===== config.mk =====
export PLATFORM = sky130hd
export DESIGN_NAME = tss_crossbar
export DESIGN_NICKNAME = d
export VERILOG_FILES = /design/src/rtl/tss_pkg.sv /design/src/rtl/tss_slot_counter.sv /design/src/rtl/tss_slot_table.sv /design/src/rtl/tss_out_lane.sv /design/src/rtl/tss_crossbar.sv
export SDC_FILE = /design/constraint.sdc
export NUM_CORES = 1
export LEC_CHECK = 0
export ABC_AREA = 1
export BUFFER_PORTS_ARGS = -buffer_cell sky130_fd_sc_hd__buf_2
export CORE_AREA = 3 3 137 73
export DETAILED_ROUTE_END_ITERATION = 8
export DIE_AREA = 0 0 140 76
export PLACE_DENSITY_LB_ADDON = 0.1
export SYNTH_ARGS = -nofsm -noshare
export SYNTH_HDL_FRONTEND = slang
export SYNTH_HIERARCHICAL = 1
export SYNTH_SLANG_ARGS = --single-unit

===== constraint.sdc =====
create_clock -name clk -period 2.4 [get_ports clk]
set_input_delay 0.48 -clock clk [delete_from_list [all_inputs] [get_ports clk]]
set_output_delay 0.48 -clock clk [all_outputs]
set_load 0.02 [all_outputs]

===== src/rtl/tss_pkg.sv =====
`timescale 1ns/1ps
package tss_pkg;

    // width of a select code: one code per input plus the "unused" code
    function automatic int sel_width(input int ports);
        return $clog2(ports + 1);
    endfunction

    // width of an index over n items, at least one bit
    function automatic int idx_width(input int n);
        return (n > 1) ? $clog2(n) : 1;
    endfunction

endpackage


===== src/rtl/tss_slot_counter.sv =====
`timescale 1ns/1ps
module tss_slot_counter #(
    parameter int NUM_SLOTS = 4,
    localparam int SLOT_W = tss_pkg::idx_width(NUM_SLOTS)
) (
    input  logic              clk,
    input  logic              rst_n,
    input  logic              run_en,
    output logic [SLOT_W-1:0] slot_q
);

    localparam logic [SLOT_W-1:0] LAST = SLOT_W'(NUM_SLOTS - 1);

    typedef struct packed {
        logic [SLOT_W-1:0] slot;
    } cnt_t;

    cnt_t cnt_d, cnt_q;

    always_comb begin
        cnt_d = cnt_q;
        if (!run_en) begin
            cnt_d.slot = '0;
        end else if (cnt_q.slot == LAST) begin
            cnt_d.slot = '0;
        end else begin
            cnt_d.slot = cnt_q.slot + 1'b1;
        end
    end

    always_ff @(posedge clk or negedge rst_n) begin
        if (!rst_n) begin
            cnt_q <= '0;
        end else begin
            cnt_q <= cnt_d;
        end
    end

    assign slot_q = cnt_q.slot;

endmodule


===== src/rtl/tss_slot_table.sv =====
`timescale 1ns/1ps
module tss_slot_table #(
    parameter int NUM_SLOTS = 4,
    parameter int NUM_PORTS = 3,
    localparam int SEL_W  = tss_pkg::sel_width(NUM_PORTS),
    localparam int SLOT_W = tss_pkg::idx_width(NUM_SLOTS),
    localparam int PORT_W = tss_pkg::idx_width(NUM_PORTS),
    localparam int ROW_W  = NUM_PORTS * SEL_W,
    localparam int TBL_W  = NUM_SLOTS * ROW_W,
    parameter logic [TBL_W-1:0] INIT_TABLE = '0
) (
    input  logic              clk,
    input  logic              rst_n,
    input  logic              run_en,
    input  logic              cfg_we,
    input  logic [SLOT_W-1:0] cfg_slot,
    input  logic [PORT_W-1:0] cfg_out,
    input  logic [SEL_W-1:0]  cfg_sel,
    input  logic [SLOT_W-1:0] rd_slot,
    output logic [ROW_W-1:0]  rd_row,
    output logic [TBL_W-1:0]  table_flat
);

    typedef struct packed {
        logic [TBL_W-1:0] cells;
    } tbl_t;

    tbl_t tbl_d, tbl_q;
    logic wr_ok;

    always_comb begin
        tbl_d = tbl_q;
        wr_ok = cfg_we && !run_en
                && (int'(cfg_slot) < NUM_SLOTS)
                && (int'(cfg_out) < NUM_PORTS);
        if (wr_ok) begin
            tbl_d.cells[(int'(cfg_slot) * NUM_PORTS + int'(cfg_out)) * SEL_W +: SEL_W] = cfg_sel;
        end
    end

    always_ff @(posedge clk or negedge rst_n) begin
        if (!rst_n) begin
            tbl_q.cells <= INIT_TABLE;
        end else begin
            tbl_q <= tbl_d;
        end
    end

    always_comb begin
        rd_row = '0;
        for (int s = 0; s < NUM_SLOTS; s++) begin
            if (int'(rd_slot) == s) begin
                rd_row = tbl_q.cells[s*ROW_W +: ROW_W];
            end
        end
    end

    assign table_flat = tbl_q.cells;

endmodule


===== src/rtl/tss_out_lane.sv =====
`timescale 1ns/1ps
module tss_out_lane #(
    parameter int NUM_PORTS = 3,
    parameter int DATA_W    = 16,
    localparam int SEL_W    = tss_pkg::sel_width(NUM_PORTS)
) (
    input  logic                          clk,
    input  logic                          rst_n,
    input  logic                          run_en,
    input  logic [SEL_W-1:0]              sel,
    input  logic [NUM_PORTS*DATA_W-1:0]   in_data,
    input  logic [NUM_PORTS-1:0]          in_valid,
    output logic [DATA_W-1:0]             out_data,
    output logic                          out_valid
);

    typedef struct packed {
        logic              vld;
        logic [DATA_W-1:0] dat;
    } lane_t;

    lane_t lane_d, lane_q;

    always_comb begin
        lane_d = '0;
        if (run_en) begin
            for (int p = 0; p < NUM_PORTS; p++) begin
                if (int'(sel) == p) begin
                    lane_d.dat = in_data[p*DATA_W +: DATA_W];
                    lane_d.vld = in_valid[p];
                end
            end
        end
    end

    always_ff @(posedge clk or negedge rst_n) begin
        if (!rst_n) begin
            lane_q <= '0;
        end else begin
            lane_q <= lane_d;
        end
    end

    assign out_data  = lane_q.dat;
    assign out_valid = lane_q.vld;

endmodule


===== src/rtl/tss_crossbar.sv =====
`timescale 1ns/1ps
module tss_crossbar #(
    parameter int NUM_PORTS = 3,
    parameter int DATA_W    = 16,
    parameter int NUM_SLOTS = 4,
    localparam int SEL_W    = tss_pkg::sel_width(NUM_PORTS),
    localparam int SLOT_W   = tss_pkg::idx_width(NUM_SLOTS),
    localparam int PORT_W   = tss_pkg::idx_width(NUM_PORTS),
    localparam int ROW_W    = NUM_PORTS * SEL_W,
    localparam int TBL_W    = NUM_SLOTS * ROW_W,
    parameter logic [TBL_W-1:0] INIT_TABLE = 24'h572264
) (
    input  logic                        clk,
    input  logic                        rst_n,
    input  logic                        run_en,
    input  logic [NUM_PORTS*DATA_W-1:0] in_data,
    input  logic [NUM_PORTS-1:0]        in_valid,
    input  logic                        cfg_we,
    input  logic [SLOT_W-1:0]           cfg_slot,
    input  logic [PORT_W-1:0]           cfg_out,
    input  logic [SEL_W-1:0]            cfg_sel,
    output logic [NUM_PORTS*DATA_W-1:0] out_data,
    output logic [NUM_PORTS-1:0]        out_valid,
    output logic [SLOT_W-1:0]           slot_idx
);

    logic [ROW_W-1:0] cur_row;
    logic [TBL_W-1:0] table_flat;

    tss_slot_counter #(
        .NUM_SLOTS (NUM_SLOTS)
    ) i_counter (
        .clk    (clk),
        .rst_n  (rst_n),
        .run_en (run_en),
        .slot_q (slot_idx)
    );

    tss_slot_table #(
        .NUM_SLOTS  (NUM_SLOTS),
        .NUM_PORTS  (NUM_PORTS),
        .INIT_TABLE (INIT_TABLE)
    ) i_table (
        .clk        (clk),
        .rst_n      (rst_n),
        .run_en     (run_en),
        .cfg_we     (cfg_we),
        .cfg_slot   (cfg_slot),
        .cfg_out    (cfg_out),
        .cfg_sel    (cfg_sel),
        .rd_slot    (slot_idx),
        .rd_row     (cur_row),
        .table_flat (table_flat)
    );

    for (genvar o = 0; o < NUM_PORTS; o++) begin : g_lane
        tss_out_lane #(
            .NUM_PORTS (NUM_PORTS),
            .DATA_W    (DATA_W)
        ) i_lane (
            .clk       (clk),
            .rst_n     (rst_n),
            .run_en    (run_en),
            .sel       (cur_row[o*SEL_W +: SEL_W]),
            .in_data   (in_data),
            .in_valid  (in_valid),
            .out_data  (out_data[o*DATA_W +: DATA_W]),
            .out_valid (out_valid[o])
        );
    end

endmodule


**Word level (Yosys, flattened, before mapping)**

Index checks and enable logic that the tools add are counted.
W data, S select, Z words.

- Register bits after elaboration: 77
- Output and inout port bits: 53
- Word-level logic and storage cells: 51

- Add/sub/neg operators: 3
- Multipliers: 1
- Magnitude comparators: 1
- Equal/unequal tests: 10
- Shift-type cells: 2
- Multiplexer cells: 19
- Reductions and logical operators: 7

Operators with widths:

| operator | number |
|---|---|
| $mux W17 | 12 |
| $neg A32 Y33 | 1 |
| $shift A2 B33 Y24 const A | 1 |
| $shiftx A2 B33 Y24 | 1 |
| $add A31 B3 Y31 | 1 |
| $bwmux W24 | 1 |
| $mux W6 | 4 |
| $eq A2 B2 Y1 const B | 9 |
| $logic_not A2 Y1 | 4 |
| $mul A2 B2 Y4 const B | 1 |
| $mux W2 | 2 |
| $add A2 B1 Y2 const B | 1 |
| $eq A2 B1 Y1 const B | 1 |
| $logic_and A1 B1 Y1 | 2 |
| $lt A2 B2 Y1 const B | 1 |
| $logic_not A1 Y1 | 1 |

**Longest topological paths before layout**

Gate-level depths: netlist of run 1.

- Depth after elaboration: 10
- Gate-level depth with buffers: 15
- Mapped depth without buffers: 15

**By module**

Netlist of run 1, hierarchy kept.

Modules (own cells, without submodules):

| module | instances | cells an instance | area an instance (um2) |
|---|---|---|---|
| tss_out_lane | 3 | 131 | 1011.0 |
| tss_slot_table | 1 | 240 | 1650.3 |
| tss_slot_counter | 1 | 8 | 83.8 |

**Worst setup path before layout of run 1**

Ideal clock, no wire load.

- Path kind: in2reg
- From: input cfg_slot[0]
- To: register i_table.tbl_q (netlist bit i_table/table_flat[10])
- Setup time: 116 ps
- Data arrival time: 2993 ps
- Path slack: -709 ps
- Cell stages on the path: 14
- Buffers on the path: 0
- Cells stage by stage: inv_1 fa_1 inv_1 ha_1 fa_1 nor3_1 ha_1 nand4_1 nor2_4 nand2_2 nor2_2 inv_1 nand2_1 nand2_1

- Longest elaborated chain between the ends: 5

Ends and longest elaborated chain:

| what | line | RTL |
|---|---|---|
| start, declared | tss_crossbar.sv:19 | `input logic [SLOT_W-1:0] cfg_slot,` |
| $mul A2 B2 Y4 (*) | tss_slot_table.sv:37 | `tbl_d.cells[(int'(cfg_slot) * NUM_PORTS + int'(cfg_out)) * SEL_W +: SEL_W] = cfg_sel;` |
| $add A31 B3 Y31 (*) | tss_slot_table.sv:37 |  |
| $neg A32 Y33 (*) | tss_slot_table.sv:37 |  |
| $shiftx A2 B33 Y24 / $shift A2 B33 Y24 (equally long branches) | tss_slot_table.sv:37 |  |
| $bwmux W24 (*) | tss_slot_table.sv:37 |  |
| end signal, assigned | tss_slot_table.sv:45 | `tbl_q <= tbl_d;` |
| end, declared | tss_slot_table.sv:28 | `tbl_t tbl_d, tbl_q;` |

Mark *: on every way between the ends. The rest lies on a longest branch, timed or not.
A chain may end at the register's enable or synchronous reset.

**Worst setup path after layout of run 1**

- From: input cfg_out[1]
- To: register i_table.tbl_q (netlist bit i_table/table_flat[12])

- Longest elaborated chain between the ends: 4

Ends and longest elaborated chain:

| what | line | RTL |
|---|---|---|
| start, declared | tss_crossbar.sv:20 | `input logic [PORT_W-1:0] cfg_out,` |
| $add A31 B3 Y31 | tss_slot_table.sv:37 |  |
| $neg A32 Y33 | tss_slot_table.sv:37 |  |
| $shiftx A2 B33 Y24 / $shift A2 B33 Y24 (equally long branches) | tss_slot_table.sv:37 |  |
| $bwmux W24 | tss_slot_table.sv:37 |  |

Parallel ways exist; a longest one is shown, timed or not.

==> summary.md, run 1 <==
| Metric | Value |
|---|---|
| Reg-to-reg endpoint | `g_lane[0].i_lane/out_data[5]` |
| HPWL Detailed | `between 10 and 15 mm` |
| Tcrit/Tclk final | `119.5%` |
| Power Internal | `2.782 mW` |
| Vias in the first global route | `4770` |
| GRT Residual Overflow | `0` |
| Slew headroom | `62.54%` |
| Setup TNS | `-8.166 ns` |
| Final Instance Area | `6060 um2` |
| Setup Crit Path Kind | `input pin to register` |
| Status | `complete, but fails checks` |
| Initial Util | `between 50 and 60%` |
| CTS max path bufs | `2` |
| Final worst slack | `-0.4672 ns` |
| Drt initial violations | `527` |
| Switching Share | `33.22%` |
| Number of port buffers | `around 110` |
| Clock power frac | `between 30 and 40%` |
| Yosys top cell area share | `35.17%` |
| Crit end category | `register` |
| Clock root buffer | `clkbuf_16` |
| Register-to-Register Path Depth | `8` |
| Fmax | `348.8 MHz` |
| RSZ-0062 raised after global routing | `true` |
| Fin crit period | `2.867 ns` |
| Worst R2R Setup Slack | `0.24 ns` |
| Slowest-stage cell, CP | `fa_2` |
| Clock skew | `0.004756 ns` |
| Initial antenna violation count | `0` |
| Die ar. | `around 11000 um2` |
| Final setup fails | `24` |
| Syn Inst Count | `641` |
| Most common cell after layout, fill and taps aside | `nand3_1` |
| Largest cells by area after synthesis | `dfrtp_1 (35%), nand3_1 (18%), nand2_1 (13%)` |
| Hold-fix buffers at CTS | `0` |
| Most frequent cells in the layout | `nand3_1 (170), nand2_1 (152), buf_2 (109)` |
| CTS tree | `built` |
| Wirelength per Cell | `15.20 um` |
| Arr. time, crit path | `roughly 3.1 ns` |
| Worst reg2reg startpoint | `i_counter/slot_q[0]` |
| First-pass DRT Iterations | `5` |
| Number of buffers created by CTS | `9` |
| DRC | `0` |
| Row count | `24` |
| Vias per inst | `5.410` |
| I/O pins | `~110` |
| Die span in x | `140 um` |
| Standard cell core area | `about 8700 um2` |
| Worst Hold Class | `input pin to async pin` |
| Nets | `~850` |
| H-tree levels | `3` |
| Syn nets | `709` |
| Crit-path max cell delay | `0.54 ns` |
| Largest net degree at the start of global routing | `54` |
| Combinational share of power | `a little under a third` |
| Mean Syn Cell Area | `7.437 um2` |
| Pwr Density | `687.6 nW/um2` |
| Sequential fraction of the synthesis area | `roughly two fifths` |
| Crit. Startpoint | `cfg_out[1]` |
| Netlist cell types | `25` |
| Area grow syn2layout | `27.11%` |
| Post-DRT Antenna Nets | `0` |
| Critical-path cell list | `buf_8 -> inv_4 -> fa_1 -> inv_1 -> ha_2 -> fa_2 -> nor3_2 -> ha_1 -> nand4_1 -> nor2_4 -> buf_6 -> nand4_1 -> nand2_1 -> nand2_1` |
| Detailed Route WL | `13.80 mm` |
| Biggest area consumer among synthesized cells | `dfrtp_1` |
| Yosys warns | `6` |
| Req. time, crit path | `around 2.6 ns` |
| First-pass GRT wire length | `22.92 mm` |
| Syn Std Cell Area | `between 4000 and 5000 um2` |
| Violations in the final reports | `setup timing` |
| Die Y | `roughly 76 um` |
| Max Slew Vio Count | `0` |
| Sequential Power Share | `between 30% and 40%` |
| Vias | `about 4900` |
| Hold Violations, Final | `0` |
| Clk_lat worst skew | `0.34 ns` |
| Critical Path Fanout Max | `4` |
| Worst vdd ir | `338.4 uV` |
| Worst-margin pin slew | `between 0.5 and 0.6 ns` |
| Share of cells above drive strength 1 | `35.02%` |
| Ant diodes | `0` |
| CTS clk-pin slew, worst paths | `0.06 ns` |
| Total net switching power | `1.384 mW` |
| Cell area after placement | `5592 um2` |
| GPL Wtd Cong | `0.8957` |
| CP startpoint kind | `input pin` |
| Clock tree sinks | `77` |
| LEAKAGE | `3.375 nW` |
| Max-cap viol count | `0` |
| Total global-route track usage | `26.64%` |
| Register bit count reported by yosys | `77` |
[critical path: cells and delay by family]
family / cells / cell delay (ns)
buffers and inverters: 4 / 0.28
AND/OR/NAND/NOR: 6 / 0.80
adder cells (fa/ha/maj): 4 / 1.53
[worst max-delay path by stage]
| stage | slack (ns) | end |
|---|---|---|
| 2_1_floorplan | -0.64 | i_table/table_flat[10] |
| 3_3_place_gp | -0.76 | i_table/table_flat[11] |
| 6_report | -0.47 | i_table/table_flat[12] |
| 4_1_cts | -0.41 | i_table/table_flat[11] |
| 5_1_grt | -0.59 | i_table/table_flat[12] |
| 3_5_place_dp | -0.83 | i_table/table_flat[11] |
[cell families after synthesis]
logic type               Yosys count  synth area share (%)
adder cells (fa/ha/maj)            7                 2.152
AND/OR/NAND/NOR                  432                 43.31
XOR/XNOR                           1                0.3413
AO/OA/AOI/OAI                     10                 1.050
buffers and inverters            114                 12.47
flip-flops                        77                 40.68
[Yosys cell counts]
cell and number:
dfstp_2 10, clkbuf_1 5, nand3_1 171, nor2_4 4
inv_2 7, buf_12 3, nor2_1 29, nand2_2 33
fa_1 2, dfrtp_1 67, or2_2 4, xnor2_2 1
nand4_1 17, inv_1 76, buf_6 13, nand2_1 163
nor3_1 5, buf_2 7, nand3b_1 1, nor2_2 2
o21ai_0 2, buf_4 3, ha_1 5, o21ai_1 8
nor2_8 3
[what timing repair did]
item	4_1_cts	5_1_grt
endpoints found under the setup margin	24	24
resized for setup	23	18
pin swaps	17	19
gates cloned	0	0
buffers inserted	4	1
[sequential cells by signal (all words and copies together) (netlist names)]
| signal | count |
|---|---|
| g_lane.i_lane/out_data | 48 |
| i_table/table_flat | 24 |
| g_lane.i_lane/out_valid | 3 |
| i_counter/slot_q | 2 |
[routing by layer]
metal / track usage (%) / wire (um) / up-vias
met5: 0 / 0 / -
met4: 9.478 / 376 / 0
met3: 6.019 / 1242 / 44
met2: 45.40 / 6722 / 272
met1: 33.51 / 5462 / 2251
li1: - / - / 2345
[final cells by class]
class                           instances  area [um2]
Timing Repair Buffer                  165        1008
Multi-Input combinational cell        450        2330
Inverter                               83       324.1
Sequential cell                        77        1939
Clock buffer                           12       266.5
Fill cell                             758        2649
Clock inverter                          4       45.04
Tap cell                              117       146.4
[power groups by stage]
stage | clock network (mW) | logic (mW) | registers (mW)
floorplan | 0 | 0.680 | 1.57
global placement | 0 | 1.22 | 1.47
detailed placement | 0 | 1.24 | 1.47
CTS | 1.43 | 1.28 | 1.45
global route | 1.49 | 1.44 | 1.46
finish | 1.40 | 1.31 | 1.45
[per-stage QoR]
step	std cells	worst slack, ns	hold slack [ns]	util, %	total power, mW
2_1_floorplan	641	-0.6447	0.1844	-	2.255
3_3_place_gp	887	-0.7649	0.4634	64.21	2.696
3_5_place_dp	887	-0.8317	0.4643	64.21	2.716
4_1_cts	907	-0.4114	0.1517	68.85	4.156
5_1_grt	908	-0.5910	0.1782	69.58	4.394
6_report	908	-0.4672	0.1346	69.58	4.167
No activity file was read; power rests on OpenSTA's default activity.
==> run 2, diff against run 1 <==
--- a/config.mk
+++ b/config.mk
@@ -7,9 +7,9 @@
 export LEC_CHECK = 0
 export ABC_AREA = 1
 export BUFFER_PORTS_ARGS = -buffer_cell sky130_fd_sc_hd__buf_2
-export CORE_AREA = 3 3 137 73
+export CORE_AREA = 2 2 158 83
 export DETAILED_ROUTE_END_ITERATION = 8
-export DIE_AREA = 0 0 140 76
+export DIE_AREA = 0 0 160 85
 export PLACE_DENSITY_LB_ADDON = 0.1
 export SYNTH_ARGS = -nofsm -noshare
 export SYNTH_HDL_FRONTEND = slang
==> run 2 against run 1 <==
Combinational power up 13%. Critical path depth unchanged. Highest routed layer unchanged. Clock-buffer cell count decreased by 1. Power rose by 2.2%. Sequential share of layout area is 0.96 points lower. Utilization is 19 points lower. Largest power group is now combinational logic. Die area up 28%. The flow still finishes with violations (setup timing). Non-clock buffer count up 8.
==> summary.md, run 2 (synthesis gave the netlist of run 1 again) <==
| Metric | Value |
|---|---|
| Req. time, crit path | `between 2 and 3 ns` |
| Share of cells above drive strength 1 | `between 30% and 40%` |
| Number of buffers created by CTS | `9` |
| Ant diodes | `0` |
| GRT Residual Overflow | `0` |
| Worst vdd ir | `414.6 uV` |
| Max Slew Vio Count | `0` |
| Drt initial violations | `652` |
| Standard cell core area | `12260 um2` |
| Final worst slack | `-0.4626 ns` |
| Most frequent cells in the layout | `nand3_1 (168), nand2_1 (157), buf_2 (110)` |
| Detailed Route WL | `approximately 17 mm` |
| Clock tree sinks | `77` |
| CTS clk-pin slew, worst paths | `0.06 ns` |
| GPL Wtd Cong | `0.8881` |
| Final Instance Area | `6246 um2` |
| CTS tree | `built` |
| CTS max path bufs | `2` |
| Worst-margin pin slew | `between 0.5 and 0.6 ns` |
| DRC | `0` |
| First-pass GRT wire length | `about 27 mm` |
| Cell area after placement | `5670 um2` |
| HPWL Detailed | `13.22 mm` |
| Core Util, Final | `between 50 and 60%` |
| I/O pins | `about 110` |
| Max reg flops | `between 40 and 50` |
| Area grow syn2layout | `31.02%` |
| CP startpoint kind | `input pin` |
| First-pass DRT Iterations | `5` |
| Post-DRT Antenna Nets | `0` |
| Pre-CTS WS | `-0.8499 ns` |
| Worst Hold Class | `input pin to async pin` |
| Clk_lat worst skew | `0.33 ns` |
| Worst R2R Setup Slack | `0.14 ns` |
| Crit end category | `register` |
| Total net switching power | `1.550 mW` |
| LEAKAGE | `around 3.4 nW` |
| Critical Path Fanout Max | `4` |
| Status | `complete, but fails checks` |
| Clock root buffer | `clkbuf_16` |
| Fmax | `349.3 MHz` |
| Nets | `862` |
| Pwr Density | `a little under 700 nW/um2` |
| Sequential Power Share | `34.3%` |
| Setup Crit Path Kind | `input pin to register` |
| Vias | `5163` |
| Placed Cells | `940` |
| Max-cap viol count | `0` |
| Hold slack | `0.08246 ns` |
| Arr. time, crit path | `3.08 ns` |
| Switching Share | `36.42%` |
| Initial antenna violation count | `0` |
| Row count | `29` |
| Tcrit/Tclk final | `119.3%` |
| Power Internal | `between 2 and 3 mW` |
| Largest net degree at the start of global routing | `54` |
| Fin crit period | `2.863 ns` |
| Number of port buffers | `about 110` |
| Initial Util | `38.87%` |
| Vias in the first global route | `4729` |
| Die span in x | `160 um` |
| Violations in the final reports | `setup timing` |
| Most common cell after layout, fill and taps aside | `nand3_1` |
| H-tree levels | `3` |
| Vias per inst | `~5.3` |
| Layout Cells excl Fill | `969` |
| Hold-fix buffers at CTS | `0` |
| RSZ-0062 raised after global routing | `true` |
| Slew headroom | `61.82%` |
| Wirelength per Cell | `17.97 um` |
| Hold Violations, Final | `0` |
| Filler Cells Inserted | `1263` |
| Die ar. | `13600 um2` |
| Die Y | `85 um` |
| Overall Power | `4.257 mW` |
| Final setup fails | `24` |
| Clock power frac | `30.9%` |
| Combinational share of power | `about a third` |
| Clock skew | `0.007114 ns` |
| Total global-route track usage | `26.36%` |
| Setup TNS | `-9.360 ns` |
[run 2: metal layers]
metal	track usage, %	vias to the layer above	wire, um
met2	32.31	317	6336
met5	0	-	0
met1	44.27	2468	8777
li1	-	2365	-
met3	7.283	13	2171
met4	4.341	0	123
[run 2: final timing paths]
path                                   startpoint                           end  cells after the start
max                                   cfg_slot[0]         i_table/table_flat[3]                     14
min                                         rst_n  g_lane[1].i_lane/out_data[4]                      1
max reg2reg                   i_counter/slot_q[1]  g_lane[0].i_lane/out_data[0]                      9
min reg2reg                i_table/table_flat[17]        i_table/table_flat[17]                      2
max in group asynchronous                   rst_n         i_table/table_flat[9]                      2
min in group clk           i_table/table_flat[17]        i_table/table_flat[17]                      2
[run 2: critical path, cell delays in order]
cell and delay (ns):
buf_8 0.09, inv_8 0.03, fa_1 0.53, inv_1 0.05, ha_2 0.16, fa_2 0.55, nor3_2 0.05, ha_1 0.31
nand4_1 0.19, nor2_4 0.25, buf_4 0.16, nand2_1 0.10, nand2_1 0.08, o21ai_1 0.06
[run 2: what timing repair did]
item                       in CTS  in global routing
pin swaps                      13                 21
setup endpoints to repair      24                 48
gates resized for setup        30                 24
setup buffers                   2                 13
[run 2: power groups by stage]
stage / registers, mW / logic (mW) / clock network (mW)
6_report: 1.46 / 1.48 / 1.31
5_1_grt: 1.47 / 1.61 / 1.40
4_1_cts: 1.46 / 1.38 / 1.33
3_5_place_dp: 1.48 / 1.33 / 0
3_3_place_gp: 1.48 / 1.33 / 0
2_1_floorplan: 1.57 / 0.680 / 0
[run 2: layout make-up]
cell class              count  area, um2  area share [%]
clock inverters             5      35.03          0.5609
repair buffers            173       1100           17.61
inverters                  83      331.6           5.308
clock buffers              11      252.7           4.046
well taps                 170      212.7           3.405
flip-flops and latches     77       1939           31.05
multi-input cells         450       2375           38.02
==> run 3, diff against run 2 <==
--- a/config.mk
+++ b/config.mk
@@ -11,6 +11,7 @@
 export DETAILED_ROUTE_END_ITERATION = 8
 export DIE_AREA = 0 0 160 85
 export PLACE_DENSITY_LB_ADDON = 0.1
+export REMOVE_ABC_BUFFERS = 1
 export SYNTH_ARGS = -nofsm -noshare
 export SYNTH_HDL_FRONTEND = slang
 export SYNTH_HIERARCHICAL = 1
==> run 3 against run 2 <==
The run still ends with setup timing left. Clock power is 8% higher. Critical path depth stayed put. Clock-buffer cell count is 1 higher. Largest power group is now sequential cells. Die area stayed put. Design area is 2.0% lower. Sequential cell count stayed put.
==> summary.md, run 3 (synthesis gave the netlist of run 1 again) <==
| Metric | Value |
|---|---|
| First-pass GRT wire length | `26.25 mm` |
| Cell area after placement | `5590 um2` |
| Sequential Area | `1939 um2` |
| Power Internal | `2.772 mW` |
| Fmax | `363.9 MHz` |
| Post-DRT Antenna Nets | `0` |
| Die span in x | `160 um` |
| GPL Wtd Cong | `approximately 0.95` |
| Tcrit/Tclk final | `114.5%` |
| CTS tree | `built` |
| Max Slew Vio Count | `0` |
| Most frequent cells in the layout | `nand3_1 (169), nand2_1 (154), buf_2 (110)` |
| Multi-input gate area | `2382 um2` |
| Crit-path max cell delay | `approximately 0.55 ns` |
| Number of port buffers | `113` |
| Sequential Power Share | `between 30% and 40%` |
| Worst-margin pin slew | `between 0.5 and 0.6 ns` |
| LEAKAGE | `3.348 nW` |
| Clock tree sinks | `77` |
| Vias per inst | `5.334` |
| First-pass DRT Iterations | `6` |
| GRT Residual Overflow | `0` |
| Row count | `29` |
| Worst reg2reg startpoint | `i_counter/slot_q[0]` |
| Slowest-stage cell, CP | `fa_1` |
| Violations in the final reports | `setup timing` |
| Die Y | `85 um` |
| HPWL Detailed | `12.02 mm` |
| Hold-fix buffers at CTS | `0` |
| Pre-CTS WS | `-0.8176 ns` |
| Setup Crit Path Kind | `input pin to register` |
| Final setup fails | `24` |
| Wirelength per Cell | `17.39 um` |
| CTS clk-pin slew, worst paths | `0.06 ns` |
| Clock power frac | `33.2%` |
| Setup TNS | `-6.635 ns` |
| CP startpoint kind | `input pin` |
| Hold slack | `0.1070 ns` |
| H-tree levels | `3` |
| Clk_lat worst skew | `~0.34 ns` |
| Die ar. | `13600 um2` |
| Total net switching power | `1.497 mW` |
| Switching Share | `35.07%` |
| Max reg flops | `48` |
| Critical Path Fanout Max | `6` |
| Total global-route track usage | `24.85%` |
| Initial Util | `38.87%` |
| Status | `complete, but fails checks` |
| Largest net degree at the start of global routing | `54` |
| Nets | `between 800 and 900` |
| Vias in the first global route | `about 4800` |
| Max-cap viol count | `0` |
| Filler Cells Inserted | `1213` |
| Clock skew | `0.008445 ns` |
| Hold Violations, Final | `0` |
| Buffers & Inverters on Critical Path | `4` |
| Most common cell after layout, fill and taps aside | `nand3_1` |
| Overall Power | `4.269 mW` |
| Area grow syn2layout | `28.37%` |
| Drt initial violations | `around 700` |
| Fin crit period | `approximately 2.7 ns` |
| Crit end category | `register` |
| I/O pins | `114` |
| Critical-path cell list | `buf_8 -> inv_4 -> fa_1 -> inv_1 -> ha_2 -> fa_1 -> nor3_2 -> ha_4 -> nand4_1 -> nor2_4 -> buf_6 -> nand4_1 -> nand2_1 -> nand2_1` |
| Share of cells above drive strength 1 | `34.95%` |
| DRC | `0` |
| Clock root buffer | `clkbuf_16` |
| Final Instance Area | `6120 um2` |
| Number of buffers created by CTS | `9` |
| Vias | `slightly above 5000` |
| Req. time, crit path | `~2.6 ns` |
| Final worst slack | `-0.3480 ns` |
| Initial antenna violation count | `1` |
| Arr. time, crit path | `2.97 ns` |
| Worst Hold Class | `input pin to async pin` |
| Crit. Startpoint | `cfg_out[1]` |
| Worst vdd ir | `318.4 uV` |
| Slew headroom | `61.40%` |
| CTS max path bufs | `2` |
| Combinational share of power | `32.6%` |
| Largest delay contributor family on the critical path | `adder cells` |
| Standard cell core area | `12260 um2` |
| RSZ-0062 raised after global routing | `true` |
| Pwr Density | `697.5 nW/um2` |
| Detailed Route WL | `16.60 mm` |
run 3: cell types whose count changed in the layout (fill, tap and decap cells not counted), moves of 2 or more:
cell,previous run,this run
nand2_4,4,2
inv_1,70,68
buf_12,4,2
clkinvlp_4,4,1
buf_6,5,3
inv_2,8,13
buf_4,53,42
nand2_2,35,40
nand2_1,157,154
run 3: final timing paths:
| check | to | slack (ns) | cells after the start |
|---|---|---|---|
| worst min-delay path | g_lane[0].i_lane/out_data[1] | 0.11 | 1 |
| worst max register to register | g_lane[2].i_lane/out_data[8] | 0.16 | 8 |
| worst min register to register | i_table/table_flat[9] | 0.47 | 2 |
| min in group clk | i_table/table_flat[9] | 0.47 | 2 |
| worst max-delay path | i_table/table_flat[4] | -0.35 | 14 |
| max in group asynchronous | g_lane[2].i_lane/out_data[9] | 1.69 | 2 |
run 3: metal layers:
metal | vias up | routed length [um] | track usage, %
met5 | - | 0 | 0
met4 | 0 | 166 | 4.996
met3 | 30 | 2301 | 7.185
met2 | 373 | 6383 | 32.74
met1 | 2358 | 7751 | 39.44
li1 | 2333 | - | -
run 3: what timing repair did:
| action | CTS | global route |
|---|---|---|
| endpoints found under the setup margin | 24 | 24 |
| pin swaps | 17 | 15 |
| gates cloned | 0 | 0 |
| resized for setup | 24 | 31 |
| setup buffers | 3 | 2 |
run 3: area by class of cell:
class / count / share of cell area (%)
Antenna cell: 1 / 0.04089
Clock buffer: 12 / 4.191
Clock inverter: 4 / 0.8996
Inverter: 83 / 5.173
Multi-Input combinational cell: 450 / 38.93
Sequential cell: 77 / 31.69
Tap cell: 170 / 3.476
Timing Repair Buffer: 158 / 15.60
run 3: per-stage QoR:
step / utilization, % / cells
finish: 49.90 / 955
global route: 49.88 / 954
CTS: 48.85 / 952
detailed placement: 45.58 / 933
global placement: 45.58 / 933
floorplan: - / 610
run 3: power groups by stage:
stage               Combinational (mW)  Clock, mW  Sequential, mW
floorplan                        0.572          0            1.58
global placement                  1.25          0            1.48
detailed placement                1.25          0            1.48
CTS                               1.29       1.46            1.45
global route                      1.51       1.52            1.47
finish                            1.39       1.42            1.46
